**src/rtl/edge_irq_pkg.sv**
```systemverilog
package edge_irq_pkg;
  localparam int LANE_BITS = 3;

  // status bit positions
  localparam int ST_IRQ  = 2;
  localparam int ST_OVF  = 1;
  localparam int ST_EDGE = 0;
  // control bit positions
  localparam int CT_FALL = 4;
  localparam int CT_RISE = 3;
  localparam int CT_IRQ  = 2;
  localparam int CT_OVF  = 1;
  localparam int CT_EDGE = 0;
  localparam int CTRL_W  = 5;
  // clear bit positions
  localparam int CL_EDGE = 3;
  localparam int CL_OVF  = 2;

  typedef enum logic [2:0] {
    RD_NONE, RD_IN, RD_STAT, RD_CTRL, RD_RISE, RD_FALL
  } rdSel_e;

  typedef struct packed {
    logic                 riseWr;
    logic                 fallWr;
    logic                 ctrlWr;
    logic                 clrWr;
    logic [LANE_BITS-1:0] lane;
    rdSel_e               rdSel;
  } regStrobe_t;
endpackage

```
**src/rtl/edge_irq_decode.sv**
```systemverilog
module edge_irq_decode
  import edge_irq_pkg::*;
#(
  parameter int NUM_CHAN = 24,
  parameter int MON_CHAN = 16,
  parameter int ADDR_W   = 5
) (
  input  logic [ADDR_W-1:0] regAddr,
  input  logic              regWrEn,
  output regStrobe_t        strb
);
  localparam int IN_LANES  = (NUM_CHAN + 7) / 8;
  localparam int MON_LANES = (MON_CHAN + 7) / 8;

  logic [1:0]           region;
  logic [LANE_BITS-1:0] idx;
  logic                 hiZero;

  assign region = regAddr[4:3];
  assign idx    = regAddr[2:0];
  assign hiZero = (regAddr >> 5) == '0;

  always_comb begin
    strb       = '0;
    strb.lane  = idx;
    strb.rdSel = RD_NONE;
    if (hiZero) begin
      unique case (region)
        2'd0: if (int'(idx) < IN_LANES) strb.rdSel = RD_IN;
        2'd1: begin
          if (idx == 3'd0) strb.rdSel = RD_STAT;
          if (idx == 3'd1) begin
            strb.rdSel  = RD_CTRL;
            strb.ctrlWr = regWrEn;
          end
          if (idx == 3'd2) strb.clrWr = regWrEn;
        end
        2'd2: if (int'(idx) < MON_LANES) begin
          strb.rdSel  = RD_RISE;
          strb.riseWr = regWrEn;
        end
        default: if (int'(idx) < MON_LANES) begin
          strb.rdSel  = RD_FALL;
          strb.fallWr = regWrEn;
        end
      endcase
    end
  end
endmodule

```
**src/rtl/edge_irq_datapath.sv**
```systemverilog
module edge_irq_datapath
  import edge_irq_pkg::*;
#(
  parameter int NUM_CHAN = 24,
  parameter int MON_CHAN = 16
) (
  input  logic                clk,
  input  logic                rstN,
  input  logic [NUM_CHAN-1:0] chanIn,
  input  regStrobe_t          strb,
  input  logic [7:0]          wrData,
  output logic [7:0]          rdData,
  output logic                irqOut
);
  localparam int IN_LANES  = (NUM_CHAN + 7) / 8;
  localparam int MON_LANES = (MON_CHAN + 7) / 8;

  logic [NUM_CHAN-1:0]    sync1, sync2;
  logic [MON_CHAN-1:0]    prevIn;
  logic [MON_LANES*8-1:0] riseMask, fallMask;
  logic [CTRL_W-1:0]      ctrlReg;
  logic                   edgeFlag, ovfFlag;
  logic [MON_CHAN-1:0]    riseHit, fallHit;
  logic                   anyEdge, clrEdge, clrOvf;

  always_ff @(posedge clk) begin
    if (!rstN) begin
      sync1  <= '0;
      sync2  <= '0;
      prevIn <= '0;
    end else begin
      sync1  <= chanIn;
      sync2  <= sync1;
      prevIn <= sync2[MON_CHAN-1:0];
    end
  end

  for (genvar g = 0; g < MON_LANES; g++) begin : g_lane
    always_ff @(posedge clk) begin
      if (!rstN) begin
        riseMask[g*8 +: 8] <= '0;
        fallMask[g*8 +: 8] <= '0;
      end else begin
        if (strb.riseWr && int'(strb.lane) == g) riseMask[g*8 +: 8] <= wrData;
        if (strb.fallWr && int'(strb.lane) == g) fallMask[g*8 +: 8] <= wrData;
      end
    end
  end

  assign riseHit = sync2[MON_CHAN-1:0] & ~prevIn & riseMask[MON_CHAN-1:0]
                 & {MON_CHAN{ctrlReg[CT_RISE]}};
  assign fallHit = ~sync2[MON_CHAN-1:0] & prevIn & fallMask[MON_CHAN-1:0]
                 & {MON_CHAN{ctrlReg[CT_FALL]}};
  assign anyEdge = |(riseHit | fallHit);
  assign clrEdge = strb.clrWr & wrData[CL_EDGE];
  assign clrOvf  = strb.clrWr & wrData[CL_OVF];

  always_ff @(posedge clk) begin
    if (!rstN) begin
      ctrlReg  <= '0;
      edgeFlag <= 1'b0;
      ovfFlag  <= 1'b0;
    end else begin
      if (strb.ctrlWr) ctrlReg <= wrData[CTRL_W-1:0];
      edgeFlag <= (edgeFlag & ~clrEdge) | anyEdge;
      ovfFlag  <= (ovfFlag & ~clrOvf) | (anyEdge & edgeFlag & ~clrEdge);
    end
  end

  assign irqOut = ctrlReg[CT_IRQ] & ((edgeFlag & ctrlReg[CT_EDGE]) |
                                     (ovfFlag & ctrlReg[CT_OVF]));

  logic [IN_LANES*8-1:0]  inPad, inShift;
  logic [MON_LANES*8-1:0] riseShift, fallShift;
  assign inPad     = (IN_LANES*8)'(sync2);
  assign inShift   = inPad >> (8 * strb.lane);
  assign riseShift = riseMask >> (8 * strb.lane);
  assign fallShift = fallMask >> (8 * strb.lane);

  always_comb begin
    unique case (strb.rdSel)
      RD_IN:   rdData = inShift[7:0];
      RD_RISE: rdData = riseShift[7:0];
      RD_FALL: rdData = fallShift[7:0];
      RD_STAT: rdData = {5'b0, irqOut, ovfFlag, edgeFlag};
      RD_CTRL: rdData = 8'(ctrlReg);
      default: rdData = 8'h00;
    endcase
  end

  // the edge flag only rises after a monitored input changed
  assert_edge_cause_R4: assert property (@(posedge clk) disable iff (!rstN)
    $rose(edgeFlag) |-> $past(sync2[MON_CHAN-1:0] != prevIn));
  // overflow only arises while an edge was already pending
  assert_ovf_cause_R7: assert property (@(posedge clk) disable iff (!rstN)
    $rose(ovfFlag) |-> $past(edgeFlag));
  // a clear with no competing edge drops the edge flag
  assert_clear_edge_R8: assert property (@(posedge clk) disable iff (!rstN)
    (clrEdge && !anyEdge) |=> !edgeFlag);
  // an interrupt needs the master enable and a pending flag
  assert_irq_source_R9: assert property (@(posedge clk) disable iff (!rstN)
    irqOut |-> (ctrlReg[CT_IRQ] && (edgeFlag || ovfFlag)));
endmodule

```
**src/rtl/edge_irq_ctrl.sv**
```systemverilog
module edge_irq_ctrl
  import edge_irq_pkg::*;
#(
  parameter int NUM_CHAN = 24,
  parameter int MON_CHAN = 16,
  parameter int ADDR_W   = 5
) (
  input  logic                clk,
  input  logic                rstN,
  input  logic [NUM_CHAN-1:0] chanIn,
  input  logic [ADDR_W-1:0]   regAddr,
  input  logic                regWrEn,
  input  logic [7:0]          regWrData,
  output logic [7:0]          regRdData,
  output logic                irqOut
);
  regStrobe_t strb;

  edge_irq_decode #(.NUM_CHAN(NUM_CHAN), .MON_CHAN(MON_CHAN), .ADDR_W(ADDR_W)) i_decode (
    .regAddr(regAddr), .regWrEn(regWrEn), .strb(strb)
  );

  edge_irq_datapath #(.NUM_CHAN(NUM_CHAN), .MON_CHAN(MON_CHAN)) i_datapath (
    .clk(clk), .rstN(rstN), .chanIn(chanIn), .strb(strb),
    .wrData(regWrData), .rdData(regRdData), .irqOut(irqOut)
  );
endmodule

```
**config.mk**
```make
export PLATFORM = sky130hd
export DESIGN_NAME = edge_irq_ctrl
export DESIGN_NICKNAME = d
export VERILOG_FILES = /design/src/rtl/edge_irq_pkg.sv /design/src/rtl/edge_irq_decode.sv /design/src/rtl/edge_irq_datapath.sv /design/src/rtl/edge_irq_ctrl.sv
export SDC_FILE = /design/constraint.sdc
export NUM_CORES = 1
export LEC_CHECK = 0
export ABC_AREA = 1
export CAP_MARGIN = 20
export CELL_PAD_IN_SITES_DETAIL_PLACEMENT = 0
export CELL_PAD_IN_SITES_GLOBAL_PLACEMENT = 1
export CORE_MARGIN = 8
export CORE_UTILIZATION = 42
export CTS_BUF_LIST = sky130_fd_sc_hd__clkbuf_4
export CTS_CLUSTER_DIAMETER = 30
export DETAILED_ROUTE_END_ITERATION = 10
export GPL_TIMING_DRIVEN = 0
export HOLD_SLACK_MARGIN = 0.02
export PLACE_DENSITY_LB_ADDON = 0.1
export SLEW_MARGIN = 20
export SYNTH_ARGS = -nofsm -noshare
export SYNTH_HDL_FRONTEND = slang
export SYNTH_SLANG_ARGS = --single-unit
```
**constraint.sdc**
```tcl
create_clock -name clk -period 1.6 [get_ports clk]
set_input_delay 0.16 -clock clk [delete_from_list [all_inputs] [get_ports clk]]
set_output_delay 0.16 -clock clk [all_outputs]
set_load 0.02 [all_outputs]
```
==> Word-level counts from Yosys, hierarchy flattened <==
Cells that the tools add are included.
{ "word_totals": {"ff_bits": 103, "latchBits": 0, "ram_bits": 0, "romBits": 0, "inputBits": 40, "wordCells": 70, "n_memories": 0} }
{ "op_classes": {"n_addsub": 0, "multipliers": 0, "n_div": 0, "order_cmp": 2, "eq_ne": 10, "shifts": 3, "n_mux": 13, "bitwise": 23, "n_reduce_logical": 9} }
{ "ops": {"columns": ["cell", "count"], "rows": [
  ["bitwise AND 16 bit", 6],
  ["one-hot mux 8 bit (5 select lines)", 1],
  ["NOT 16 bit", 2],
  [">> shifter 16 x 6 -> 8 bit", 2],
  [">> shifter 24 x 6 -> 8 bit", 1],
  ["bitwise OR 16 bit", 1],
  ["OR reduction 16 bit", 1],
  ["== test 3 x 2 -> 1 bit (second input constant)", 4],
  ["bitwise AND 1 bit", 9],
  ["one-hot mux 3 bit (3 select lines)", 1],
  ["== test 3 x 1 -> 1 bit (second input constant)", 2],
  ["== test 3 bit (second input constant)", 2],
  ["logical NOT 3 bit", 2],
  ["less-than comparator 3 x 2 -> 1 bit (second input constant)", 2],
  ["2-to-1 mux 1 bit", 6],
  ["2-to-1 mux 2 bit", 3],
  ["2-to-1 mux 3 bit", 2],
  ["logical AND 1 bit", 4],
  ["bitwise OR 1 bit", 3],
  ["OR reduction 3 bit", 1],
  ["== test 2 x 1 -> 1 bit (second input constant)", 1],
  ["== test 2 bit (second input constant)", 1],
  ["logical NOT 2 bit", 1],
  ["NOT 1 bit", 2]
]} }

==> Longest topological paths before layout <==
Gate-level depths: netlist (run 1).
{ "logic_depth": {"ltp_word": 9, "mapped_depth": 11, "mapped_depth_nobuf": 10} }

==> Modules after synthesis <==
A second synthesis (run 1) with hierarchy kept.
{ "unflattened": {"hier_cells": 597, "hier_area_um2": 4396.7} }
{ "by_module_without_submodules": {"columns": ["module", "instances", "cells_per_inst", "area_per_inst_um2"], "rows": [
  ["edge_irq_datapath", 1, 573, 4260.3],
  ["edge_irq_decode", 1, 24, 136.4]
]} }

==> Worst setup path after synthesis (run 1) <==
OpenSTA, ideal clock, no wires.
{ "synth_timing": {"path_type": "input-to-output", "start": "in regAddr[1]", "end": "out regRdData[1]", "t_arrival_ps": 1418, "path_slack_ps": 22, "stages": 7, "n_path_buf": 2, "cell_sequence": "buf_6 clkinv_2 nand2_4 nor2_4 buf_6 nand3b_4 o311ai_1"} }
{ "synth_via": {"elab_chain_cells": 6, "word_cells_on_any_way": 19, "cone_classes": "order compare (2); eq/ne (6); shift (3); mux (7); reduce/logical (1)"} }
{ "synth_rtl": {"columns": ["item", "line_no", "source"], "rows": [
  ["start: declaration", "edge_irq_ctrl.sv:11", "input logic [ADDR_W-1:0] regAddr,"],
  ["branches (longest 5 deep; another with less-than comparator 3 x 2 -> 1 bit)", null, null],
  ["one-hot mux 8 bit (5 select lines) *", "edge_irq_datapath.sv:81", "unique case (strb.rdSel)"],
  ["end: declaration", "edge_irq_ctrl.sv:14", "output logic [7:0] regRdData,"]
]} }
Mark *: on every way between the ends.

==> Final worst setup path (run 1) <==
{ "layout_timing": {"start": "reg i_datapath.riseMask[6]", "end": "out regRdData[6]"} }
{ "layout_via": {"elab_chain_cells": 2} }
{ "layout_rtl": {"columns": ["item", "line_no", "source"], "rows": [
  ["start: declaration", "edge_irq_datapath.sv:20", "logic [MON_LANES*8-1:0] riseMask, fallMask;"],
  [">> shifter 16 x 6 -> 8 bit", "edge_irq_datapath.sv:77", "assign riseShift = riseMask >> (8 * strb.lane);"],
  ["one-hot mux 8 bit (5 select lines)", "edge_irq_datapath.sv:81", null]
]} }
No other way between the ends.

==> results of run 1 <==
-- what timing repair did --
| action | in CTS | in global routing |
|---|---|---|
| gates cloned | 1 | 0 |
| setup endpoints to repair | 11 | 10 |
| pin swaps | 22 | 25 |
| gates resized for setup | 124 | 30 |
| setup buffers | 12 | 4 |
-- worst reg2reg max path, stage by stage, from the launching register on --
cell and delay [ps]:
sky130_fd_sc_hd__dfxtp_2 420, sky130_fd_sc_hd__buf_4 220, sky130_fd_sc_hd__nand4_1 100, sky130_fd_sc_hd__nand2_1 60
sky130_fd_sc_hd__nor2_1 130, sky130_fd_sc_hd__nand2_1 70, sky130_fd_sc_hd__nor2_1 160, sky130_fd_sc_hd__nand2_1 100
sky130_fd_sc_hd__o21ai_1 130, sky130_fd_sc_hd__inv_1 50
-- registers in the layout, indices dropped and copies added, names as in the netlist --
register             count
i_datapath.ctrlReg       5
i_datapath.edgeFlag      1
i_datapath.fallMask     16
i_datapath.inPad        24
i_datapath.ovfFlag       1
i_datapath.prevIn       16
i_datapath.riseMask     16
i_datapath.sync1        24
-- cells in the mapped netlist, types with 2 or more instances --
| library cell | number |
|---|---|
| sky130_fd_sc_hd__inv_1 | 126 |
| sky130_fd_sc_hd__buf_2 | 8 |
| sky130_fd_sc_hd__nor2_4 | 3 |
| sky130_fd_sc_hd__nor2_1 | 47 |
| sky130_fd_sc_hd__o22ai_1 | 2 |
| sky130_fd_sc_hd__dfxtp_1 | 103 |
| sky130_fd_sc_hd__nand2_1 | 153 |
| sky130_fd_sc_hd__nand2_4 | 4 |
| sky130_fd_sc_hd__inv_2 | 4 |
| sky130_fd_sc_hd__o21ai_0 | 42 |
| sky130_fd_sc_hd__a21oi_1 | 32 |
| sky130_fd_sc_hd__clkbuf_1 | 13 |
| sky130_fd_sc_hd__o21ai_1 | 6 |
| sky130_fd_sc_hd__a21oi_2 | 3 |
| sky130_fd_sc_hd__buf_6 | 4 |
| sky130_fd_sc_hd__nand3_1 | 20 |
| sky130_fd_sc_hd__nand4_1 | 33 |
| sky130_fd_sc_hd__nand2_2 | 3 |
| sky130_fd_sc_hd__o21ai_2 | 3 |
| sky130_fd_sc_hd__o211ai_1 | 4 |
-- kinds of logic after synthesis --
group	count (synthesis)	share of synthesized area, %
and+or+nand+nor	270	28.0
AOI/OAI and AO/OA	93	11.4
buffers and inverters	157	14.2
DFF	103	46.4
-- per-layer routing --
metal  track usage [%]  part of all wire, %  up-vias
met5                 0                    0        -
met4              8.14                  3.2        0
met3              5.24                  6.2       27
met2              30.7                   47      119
met1              22.5                   44     1924
li1                  -                    -     2085
-- layout by cell type (no fill, tap or decap), types with 2 or more instances in the layout --
master / n
sky130_fd_sc_hd__nand2_1: 149
sky130_fd_sc_hd__inv_1: 112
sky130_fd_sc_hd__dfxtp_1: 70
sky130_fd_sc_hd__nor2_1: 45
sky130_fd_sc_hd__o21ai_0: 35
sky130_fd_sc_hd__nand4_1: 33
sky130_fd_sc_hd__dfxtp_2: 33
sky130_fd_sc_hd__clkdlybuf4s50_1: 33
sky130_fd_sc_hd__a21oi_1: 30
sky130_fd_sc_hd__buf_4: 21
sky130_fd_sc_hd__inv_2: 17
sky130_fd_sc_hd__nand3_1: 16
sky130_fd_sc_hd__buf_6: 14
sky130_fd_sc_hd__clkbuf_1: 11
sky130_fd_sc_hd__o21ai_1: 10
sky130_fd_sc_hd__clkbuf_4: 10
sky130_fd_sc_hd__nand2_2: 7
sky130_fd_sc_hd__o21ai_2: 6
sky130_fd_sc_hd__a21oi_2: 5
sky130_fd_sc_hd__nand3_2: 5
sky130_fd_sc_hd__nand2_4: 4
sky130_fd_sc_hd__o211ai_1: 4
sky130_fd_sc_hd__buf_2: 4
sky130_fd_sc_hd__nor2_2: 3
sky130_fd_sc_hd__nor2_4: 3
sky130_fd_sc_hd__clkinv_1: 2
sky130_fd_sc_hd__inv_6: 2
sky130_fd_sc_hd__clkinvlp_4: 2
-- worst max-delay path by stage --
stage,endpoint,slack [ps],cells past startpoint
after floorplan,regRdData[1],20,7
after global placement,regRdData[4],-1000,12
after detailed placement,regRdData[6],-1020,12
after CTS,regRdData[1],-170,7
after global routing,regRdData[6],-240,7
final,regRdData[6],-120,7
-- report_power, final --
group          total (mW)  switching (mW)  internal [mW]  leakage (nW)
logic               0.483           0.285          0.198          1.78
clock network        1.38           0.900          0.480        0.0704
registers            2.68          0.0378           2.65         0.857
total                4.55            1.22           3.32          2.71
-- area by class of cell --
cell class | count | area [sq um]
tap | 136 | 170
sequential | 103 | 2100
inverter | 132 | 503
timing repair buffer | 63 | 596
multi-input combinational | 363 | 1820
clock buffer | 9 | 67.6
buffer | 24 | 170
fill | 1071 | 4780
clock inverter | 7 | 71.3
==> qor.log, run 1 <==
INFO  setup_path     path_cells=inv_2, o21ai_2, nor2_1, a21oi_1, nand2_1, a21oi_2, buf_6
INFO  sta            finalCritPeriodShare=107%
INFO  sta            rsz_0062_raised_after_global_routing=yes
INFO  floorplanning  fp.coreArea=0.0103sqmm
INFO  floorplanning  boundary_pins=49
INFO  clocking       clock_path_buffers=2
INFO  min_path       min_path_cells=4
INFO  floorplanning  initial_utilization=43.2%
INFO  detailed_routing drt_pre_antenna_iters=7
INFO  sta            post-route-worst-setup-slack=-116ps
INFO  setup_path     cp-startpoint=i_datapath.riseMask[6]
INFO  layout         final-instance-count-excl-fill=837
INFO  logic_synthesis ys_warn_count=0
INFO  floorplanning  fp.dieArea=0.0141sqmm
INFO  sta            timing_max_transition_violations_final=0
INFO  power          power.density=827mW/mm^2
INFO  clocking       clk_transition_reported_paths=160ps
INFO  grt            maximum_number_of_pins_on_one_net_before_global_route_repair=18
INFO  place          detailedPlace.worstSlack=-1020ps
INFO  sta            achievable-frequency=583MHz
INFO  logic_synthesis synthArstFlopShare=0%
INFO  layout         finish.utilization=53.5%
INFO  outcome        violated_checks=setup timing
INFO  logic_synthesis synth.lib_cells_used.distinct=30
INFO  logic_synthesis syn_nets=663
INFO  floorplanning  placementRows=37
INFO  grt            first_global_vias=3916
INFO  clocking       cts.htree.levels=3
INFO  grt            number_of_antenna_violations_at_the_first_check_in_global_routing=0
INFO  logic_synthesis synth-edff-count=0
INFO  sta            totalNegativeSetupSlack=-706ps
INFO  setup_path     r2r_end=i_datapath.edgeFlag
INFO  place          port-buffer-count=46
INFO  logic_synthesis synth_sequential_area_ratio=46.4%
INFO  logic_synthesis synth_top_area_cell=sky130_fd_sc_hd__dfxtp_1
INFO  logic_synthesis synth_flop_cell=sky130_fd_sc_hd__dfxtp_1
INFO  place          hpwl=9450um
INFO  power          fin_total_pwr=4.55mW
INFO  detailed_routing route.final.wire_length=13000um
INFO  logic_synthesis syn_avg_cell_area=7.13squm
INFO  setup_path     reg2reg_from=i_datapath.ctrlReg[3]
INFO  detailed_routing viasPerCell=4.96
INFO  setup_path     worst-endpoint-arrival=1560ps
INFO  place          gp_congestion=0.914
INFO  setup_path     worst-endpoint-required=1440ps
INFO  setup_path     timing.critical_path.fanout_max=2
INFO  setup_path     critical_path_capture_point_type=output port
INFO  outcome        status=complete, but fails checks
INFO  setup_path     critical-path-max-stage-delay=360ps
INFO  detailed_routing vias_after_detailed_routing=4155
INFO  sta            tightest_slew=746ps
INFO  floorplanning  dieWidth=119um
INFO  logic_synthesis post_synth_instance_area=0.00444sqmm
INFO  setup_path     cpLargestDelayFamily=compound AO/OA/AOI/OAI gates
INFO  clocking       cts_made_buffers=9
INFO  grt            grt_pass1_wl=20400um
INFO  min_path       worst_hold_start=regAddr[3]
INFO  logic_synthesis yosys-top-cells-area=sky130_fd_sc_hd__dfxtp_1 46%, sky130_fd_sc_hd__nand2_1 13%, sky130_fd_sc_hd__inv_1 11%
INFO  setup_path     crit_path_top_delay_cell=sky130_fd_sc_hd__dfxtp_2
INFO  floorplanning  die_height=119um
INFO  logic_synthesis cell_count_after_synthesis=623
INFO  setup_path     ff2ff_path_depth=9
INFO  clocking       clock_latency=470ps
INFO  setup_path     start_kind=flip-flop
INFO  sta            worst_clock_skew=16.6ps
INFO  layout         antenna_cells=0
INFO  clocking       post_cts_hold_buffer_count=0
INFO  detailed_routing drt_iter0_markers=328
INFO  power          worst_ir_drop_vdd=0.000441V
INFO  grt            grt.total_usage=18.7%
INFO  detailed_routing drc=0
INFO  sta            finalSetupViolations=8
INFO  setup_path     crit_buf_inv=2
INFO  place          placedInstanceArea=0.00507sqmm
INFO  setup_path     critical_path_class=flip-flop to output port
INFO  min_path       min-delay-path-class=input port to flip-flop
INFO  power          static-leakage-power=2.71nW
INFO  setup_path     r2r_setup_slack=80ps
INFO  clocking       clock_tree.root_cell=sky130_fd_sc_hd__clkbuf_4
INFO  sta            finalHoldViolCount=0
INFO  sta            worst_hold_margin=95.5ps
INFO  layout         layout_cell_share_with_drive_strength_beyond_1=21.1%
INFO  clocking       cts_num_sinks=103
INFO  clocking       cts_tree=done
INFO  job            cap_viol_max_count=0
INFO  detailed_routing wl_per_cell=15.6um
INFO  grt            globalRouteOverflowTotal=0
INFO  detailed_routing route.antenna.remaining_nets=0
INFO  sta            final_period_minus_worst_setup_slack=1720ps
INFO  logic_synthesis number_of_synthesized_register_bits=103
INFO  layout         num-nets-final=736
INFO  place          placed_cells_incl_taps=805
INFO  layout         flow.area_growth_from_synthesis=23.8%
INFO  logic_synthesis post-synth-top-area-fraction=46.4%
INFO  min_path       min_to=i_datapath.riseMask[3]
INFO  sta            relSlewSlack=50.3%
INFO  layout         layout.cell_area.non_filler=0.00550sqmm
No activity file was read; power rests on OpenSTA's default activity.
==> run 2, diff against run 1 <==
--- a/config.mk
+++ b/config.mk
@@ -9,6 +9,7 @@
 export CAP_MARGIN = 20
 export CELL_PAD_IN_SITES_DETAIL_PLACEMENT = 0
 export CELL_PAD_IN_SITES_GLOBAL_PLACEMENT = 1
+export CORE_ASPECT_RATIO = 0.7
 export CORE_MARGIN = 8
 export CORE_UTILIZATION = 42
 export CTS_BUF_LIST = sky130_fd_sc_hd__clkbuf_4
==> qor.log, run 2 (synthesis gave the netlist of run 1 again) <==
INFO  clocking       cts.htree.levels=3
INFO  outcome        violated_checks=setup timing
INFO  setup_path     worst-endpoint-arrival=1540ps
INFO  setup_path     critical_path_class=flip-flop to output port
INFO  setup_path     path_cells=a21oi_1, o211ai_1, nand3_1, nand2_1, nand2_1, nand2_2, buf_6
INFO  setup_path     critical_path_capture_point_type=output port
INFO  power          power.density=785mW/mm^2
INFO  detailed_routing viasPerCell=5.00
INFO  detailed_routing route.final.wire_length=13200um
INFO  clocking       cts_made_buffers=9
INFO  setup_path     ff2ff_path_depth=9
INFO  layout         mostFrequentLayoutCells=147 x sky130_fd_sc_hd__nand2_1, 110 x sky130_fd_sc_hd__inv_1, 69 x sky130_fd_sc_hd__dfxtp_1, 45 x sky130_fd_sc_hd__nor2_1, 34 x sky130_fd_sc_hd__o21ai_0
INFO  floorplanning  initial_utilization=43.1%
INFO  setup_path     reg2reg_from=i_datapath.ctrlReg[3]
INFO  detailed_routing vias_after_detailed_routing=4160
INFO  sta            worst_clock_skew=14.7ps
INFO  place          gp_congestion=0.879
INFO  sta            finalSetupViolations=8
INFO  setup_path     worst-endpoint-required=1440ps
INFO  sta            timing_max_transition_violations_final=0
INFO  min_path       min_to=i_datapath.riseMask[3]
INFO  place          port-buffer-count=46
INFO  setup_path     crit_path_top_delay_cell=sky130_fd_sc_hd__dfxtp_2
INFO  clocking       clock_path_buffers=2
INFO  power          static-leakage-power=2.69nW
INFO  setup_path     cpMostUsedCell=sky130_fd_sc_hd__nand2_1
INFO  detailed_routing route.antenna.remaining_nets=0
INFO  clocking       cts_tree=done
INFO  sta            final_period_minus_worst_setup_slack=1700ps
INFO  setup_path     r2r_end=i_datapath.edgeFlag
INFO  min_path       min-delay-path-class=input port to flip-flop
INFO  layout         fill_cells=1060
INFO  floorplanning  placementRows=31
INFO  sta            achievable-frequency=590MHz
INFO  grt            first_global_vias=3932
INFO  layout         area.sequential=0.00211sqmm
INFO  floorplanning  fp.coreArea=0.0103sqmm
INFO  layout         flow.area_growth_from_synthesis=23.0%
INFO  detailed_routing drt_iter0_markers=363
INFO  clocking       clk_transition_reported_paths=140ps
INFO  layout         layout_cell_share_with_drive_strength_beyond_1=22.0%
INFO  min_path       worst_hold_start=regAddr[3]
INFO  sta            totalNegativeSetupSlack=-515ps
INFO  floorplanning  dieWidth=139um
INFO  min_path       min_path_cells=4
INFO  setup_path     start_kind=flip-flop
INFO  layout         layout.cell_area.non_filler=0.00546sqmm
INFO  layout         antenna_cells=0
INFO  sta            finalCritPeriodShare=106%
INFO  floorplanning  die_height=102um
INFO  place          placed_cells_incl_taps=801
INFO  layout         multi_input_area=0.00183sqmm
INFO  grt            globalRouteOverflowTotal=0
INFO  detailed_routing drc=0
INFO  power          worst_ir_drop_vdd=0.000410V
INFO  detailed_routing drt_pre_antenna_iters=6
INFO  setup_path     timing.critical_path.fanout_max=4
INFO  clocking       cts_num_sinks=103
INFO  job            cap_viol_max_count=0
INFO  sta            rsz_0062_raised_after_global_routing=yes
INFO  place          placedInstanceArea=0.00507sqmm
INFO  floorplanning  fp.dieArea=0.0142sqmm
INFO  layout         layout_commonest_cell=sky130_fd_sc_hd__nand2_1
INFO  setup_path     critical-path-max-stage-delay=360ps
INFO  outcome        status=complete, but fails checks
INFO  floorplanning  boundary_pins=49
INFO  grt            grt_pass1_wl=21100um
INFO  grt            maximum_number_of_pins_on_one_net_before_global_route_repair=15
INFO  sta            post-route-worst-setup-slack=-95.7ps
INFO  grt            grt.total_usage=19.2%
INFO  grt            number_of_antenna_violations_at_the_first_check_in_global_routing=0
INFO  place          hpwl=9780um
INFO  layout         num-nets-final=738
INFO  sta            tightest_slew=642ps
INFO  clocking       clock_latency=460ps
INFO  clocking       post_cts_hold_buffer_count=0
INFO  sta            relSlewSlack=57.2%
INFO  detailed_routing wl_per_cell=15.9um
INFO  layout         final-instance-count-excl-fill=832
INFO  sta            finalHoldViolCount=0
INFO  setup_path     r2r_setup_slack=140ps
INFO  clocking       clock_tree.root_cell=sky130_fd_sc_hd__clkbuf_4
[run 2: cell count changes in the layout (fill, tap and decap cells not counted), sizes merged]
cell / before / now
buf: 41 / 44
inv: 132 / 129
bufinv: 1 / 0
clkinv: 4 / 5
clkinvlp: 2 / 1
[run 2: layout make-up]
type | instances | area share, %
plain buffers | 23 | 2.91
clock buffers | 10 | 1.37
inverters | 132 | 9.30
flip-flops and latches | 103 | 38.7
clock inverters | 3 | 0.252
repair buffers | 66 | 11.0
well taps | 132 | 3.02
multi-input cells | 363 | 33.5
[run 2: report_power, final]
group / switching (mW) / internal (mW) / leakage (nW)
clock network: 0.814 / 0.304 / 0.0554
registers: 0.0377 / 2.64 / 0.859
logic: 0.290 / 0.203 / 1.78
total: 1.14 / 3.15 / 2.69
[run 2: worst max path at each step]
stage,start,to,slack [ps],cells past startpoint
floorplan,regAddr[1],regRdData[1],20,7
global placement,regAddr[0],regRdData[7],-1020,8
detailed placement,regAddr[3],regRdData[4],-1030,12
CTS,i_datapath.inPad[12],regRdData[4],-110,7
global route,i_datapath.riseMask[5],regRdData[5],-230,7
finish,i_datapath.inPad[12],regRdData[4],-100,7
[run 2: routing by layer]
layer / part of all wire [%] / routed length [um] / vias to the layer above / track usage (%)
met2: 43 / 5630 / 163 / 29.7
met4: 1.2 / 153 / 0 / 5.88
li1: - / - / 2082 / -
met1: 49 / 6480 / 1899 / 26.5
met5: 0 / 0 / - / 0
met3: 7.3 / 973 / 16 / 4.11
[run 2: through the flow]
stage	power [mW]	worst slack [ps]	hold WS, ps	util, %
after floorplan	2.96	21.6	258	-
final	4.29	-95.7	106	53.0
after global routing	4.48	-232	97.9	53.0
after global placement	3.18	-1020	396	49.1
after CTS	4.31	-111	78.2	52.0
after detailed placement	3.18	-1030	397	49.1
[run 2: worst max-delay path, delay by kind of cell (launching register included)]
family / cells / cell delay, ps
DFF: 1 / 360
and+or+nand+nor: 4 / 300
AOI/OAI and AO/OA: 2 / 280
buffers and inverters: 1 / 120
[run 2: repair_timing]
item                                    in CTS  in global routing
pin swaps                                   21                 30
gates resized for setup                    130                 33
buffers inserted                            16                  4
gates cloned                                 0                  0
endpoints found under the setup margin      11                 11
==> run 3, diff against run 2 <==
--- a/config.mk
+++ b/config.mk
@@ -18,6 +18,7 @@
 export GPL_TIMING_DRIVEN = 0
 export HOLD_SLACK_MARGIN = 0.02
 export PLACE_DENSITY_LB_ADDON = 0.1
+export RECOVER_POWER = 100
 export SLEW_MARGIN = 20
 export SYNTH_ARGS = -nofsm -noshare
 export SYNTH_HDL_FRONTEND = slang
==> qor.log, run 3 (synthesis gave the netlist of run 1 again) <==
INFO  setup_path     critical_path_capture_point_type=output port
INFO  sta            finalCritPeriodShare=107%
INFO  layout         layout_commonest_cell=sky130_fd_sc_hd__nand2_1
INFO  clocking       clk_transition_reported_paths=140ps
INFO  grt            grt_pass1_wl=21100um
INFO  detailed_routing dr.max_layer_used=met4
INFO  clocking       cts_tree=done
INFO  detailed_routing drt_iter0_markers=355
INFO  clocking       post_cts_hold_buffer_count=0
INFO  sta            worst_clock_skew=10.0ps
INFO  floorplanning  die_height=102um
INFO  floorplanning  placementRows=31
INFO  min_path       min_to=i_datapath.riseMask[3]
INFO  outcome        violated_checks=setup timing
INFO  setup_path     critical-path-max-stage-delay=430ps
INFO  detailed_routing met3_length=920um
INFO  clocking       cts_num_sinks=103
INFO  detailed_routing met2_length=5660um
INFO  clocking       clock_tree.root_cell=sky130_fd_sc_hd__clkbuf_4
INFO  power          fin_total_pwr=4.28mW
INFO  grt            number_of_antenna_violations_at_the_first_check_in_global_routing=0
INFO  detailed_routing route.antenna.remaining_nets=0
INFO  grt            globalRouteOverflowTotal=0
INFO  sta            worst_hold_margin=120ps
INFO  layout         layout.cell_area.non_filler=0.00543sqmm
INFO  setup_path     reg2reg_from=i_datapath.ctrlReg[4]
INFO  sta            tightest_slew=647ps
INFO  clocking       clock_path_buffers=2
INFO  setup_path     path_cells=clkbuf_2, nand2_1, nand2_2, buf_6
INFO  grt            first_global_vias=3932
INFO  sta            rsz_0062_raised_after_global_routing=yes
INFO  detailed_routing drt_pre_antenna_iters=5
INFO  place          port-buffer-count=46
INFO  min_path       worst_hold_start=regAddr[3]
INFO  power          share_of_total_power_in_the_clock_network=26.0%
INFO  detailed_routing viasPerCell=4.99
INFO  job            cap_viol_max_count=0
INFO  power          swShare=26.5%
INFO  sta            finalSetupViolations=13
INFO  setup_path     ff2ff_path_depth=9
INFO  floorplanning  boundary_pins=49
INFO  layout         layout_cell_share_with_drive_strength_beyond_1=21.3%
INFO  detailed_routing wl_per_cell=15.9um
INFO  floorplanning  fp.dieArea=0.0142sqmm
INFO  clocking       cts.htree.levels=3
INFO  setup_path     critical_path_class=flip-flop to output port
INFO  min_path       min_path_cells=4
INFO  sta            achievable-frequency=583MHz
INFO  floorplanning  initial_utilization=43.1%
INFO  setup_path     r2r_end=i_datapath.edgeFlag
INFO  layout         flow.area_growth_from_synthesis=22.2%
INFO  place          hpwl=9780um
INFO  sta            timing_max_transition_violations_final=0
INFO  power          switching_power=1.13mW
INFO  detailed_routing route.final.wire_length=13200um
INFO  setup_path     worst-endpoint-required=1440ps
INFO  clocking       clock_latency=460ps
INFO  setup_path     start_kind=flip-flop
INFO  power          power.density=788mW/mm^2
INFO  outcome        status=complete, but fails checks
INFO  grt            maximum_number_of_pins_on_one_net_before_global_route_repair=15
INFO  setup_path     crit_path_top_delay_cell=sky130_fd_sc_hd__clkbuf_2
INFO  power          power.sequential.fraction=62.6%
INFO  detailed_routing wl_met1=6450um
INFO  setup_path     r2r_setup_slack=-40ps
INFO  layout         antenna_cells=0
INFO  sta            post-route-worst-setup-slack=-116ps
INFO  grt            grt.total_usage=19.2%
INFO  setup_path     cp-startpoint=i_datapath.ctrlReg[4]
INFO  place          gp_congestion=0.879
INFO  power          p_comb_share=11.4%
INFO  detailed_routing vias_after_detailed_routing=4155
INFO  power          static-leakage-power=2.69nW
INFO  layout         num-nets-final=738
INFO  setup_path     timing.critical_path.fanout_max=18
INFO  power          worst_ir_drop_vdd=0.000412V
INFO  power          internal-power=3.15mW
INFO  floorplanning  dieWidth=139um
INFO  clocking       cts_made_buffers=9
INFO  place          placedInstanceArea=0.00507sqmm
INFO  sta            relSlewSlack=56.6%
INFO  sta            final_period_minus_worst_setup_slack=1720ps
INFO  floorplanning  fp.coreArea=0.0103sqmm
INFO  min_path       min-delay-path-class=input port to flip-flop
INFO  detailed_routing drc=0
INFO  layout         mostFrequentLayoutCells=147 x sky130_fd_sc_hd__nand2_1, 112 x sky130_fd_sc_hd__inv_1, 69 x sky130_fd_sc_hd__dfxtp_1, 46 x sky130_fd_sc_hd__nor2_1, 34 x sky130_fd_sc_hd__o21ai_0
INFO  setup_path     worst-endpoint-arrival=1560ps
INFO  sta            finalHoldViolCount=0
run 3: layout make-up:
cell class	instances	area, sq um
Clock inverter	3	13.8
Multi-Input combinational cell	363	1810
Sequential cell	103	2110
Timing Repair Buffer	66	601
Buffer	23	149
Inverter	132	508
Clock buffer	10	75.1
Fill cell	1066	4890
Tap cell	132	165
run 3: power groups by stage:
stage          Sequential [mW]  Combinational, mW  Clock [mW]
2_1_floorplan             2.72              0.233           0
3_3_place_gp              2.73              0.443           0
3_5_place_dp              2.74              0.447           0
4_1_cts                   2.68              0.479        1.15
5_1_grt                   2.69              0.541        1.24
6_report                  2.68              0.488        1.11
run 3: worst max-delay path: cells and delay by family (launching register included):
kind / cells / cell delay [ps]
buffers and inverters: 2 / 540
flip-flops: 1 / 340
AND/OR/NAND/NOR: 2 / 210
run 3: what timing repair did:
action,CTS,global route
pin swaps,21,30
endpoints found under the setup margin,11,11
setup buffers,16,4
gates resized for setup,130,33
run 3: per-stage QoR:
stage | setup TNS, ps | util [%] | setup slack, ps | instances
6_report | -608 | 52.6 | -116 | 832
3_3_place_gp | -17590 | 49.1 | -1020 | 801
2_1_floorplan | 0 | - | 21.6 | 623
4_1_cts | -621 | 52.0 | -111 | 829
3_5_place_dp | -18410 | 49.1 | -1030 | 801
5_1_grt | -2030 | 52.6 | -232 | 832
run 3: worst max-delay path by stage:
| stage | end | slack [ps] | cells after the start |
|---|---|---|---|
| 2_1_floorplan | regRdData[1] | 20 | 7 |
| 3_3_place_gp | regRdData[7] | -1020 | 8 |
| 3_5_place_dp | regRdData[4] | -1030 | 12 |
| 4_1_cts | regRdData[4] | -110 | 7 |
| 5_1_grt | regRdData[5] | -230 | 7 |
| 6_report | regRdData[4] | -120 | 4 |
run 3: per-layer routing:
layer,global-route usage [%],vias to the layer above
met2,29.7,151
li1,-,2080
met5,0,-
met4,5.88,0
met3,4.11,18
met1,26.5,1906
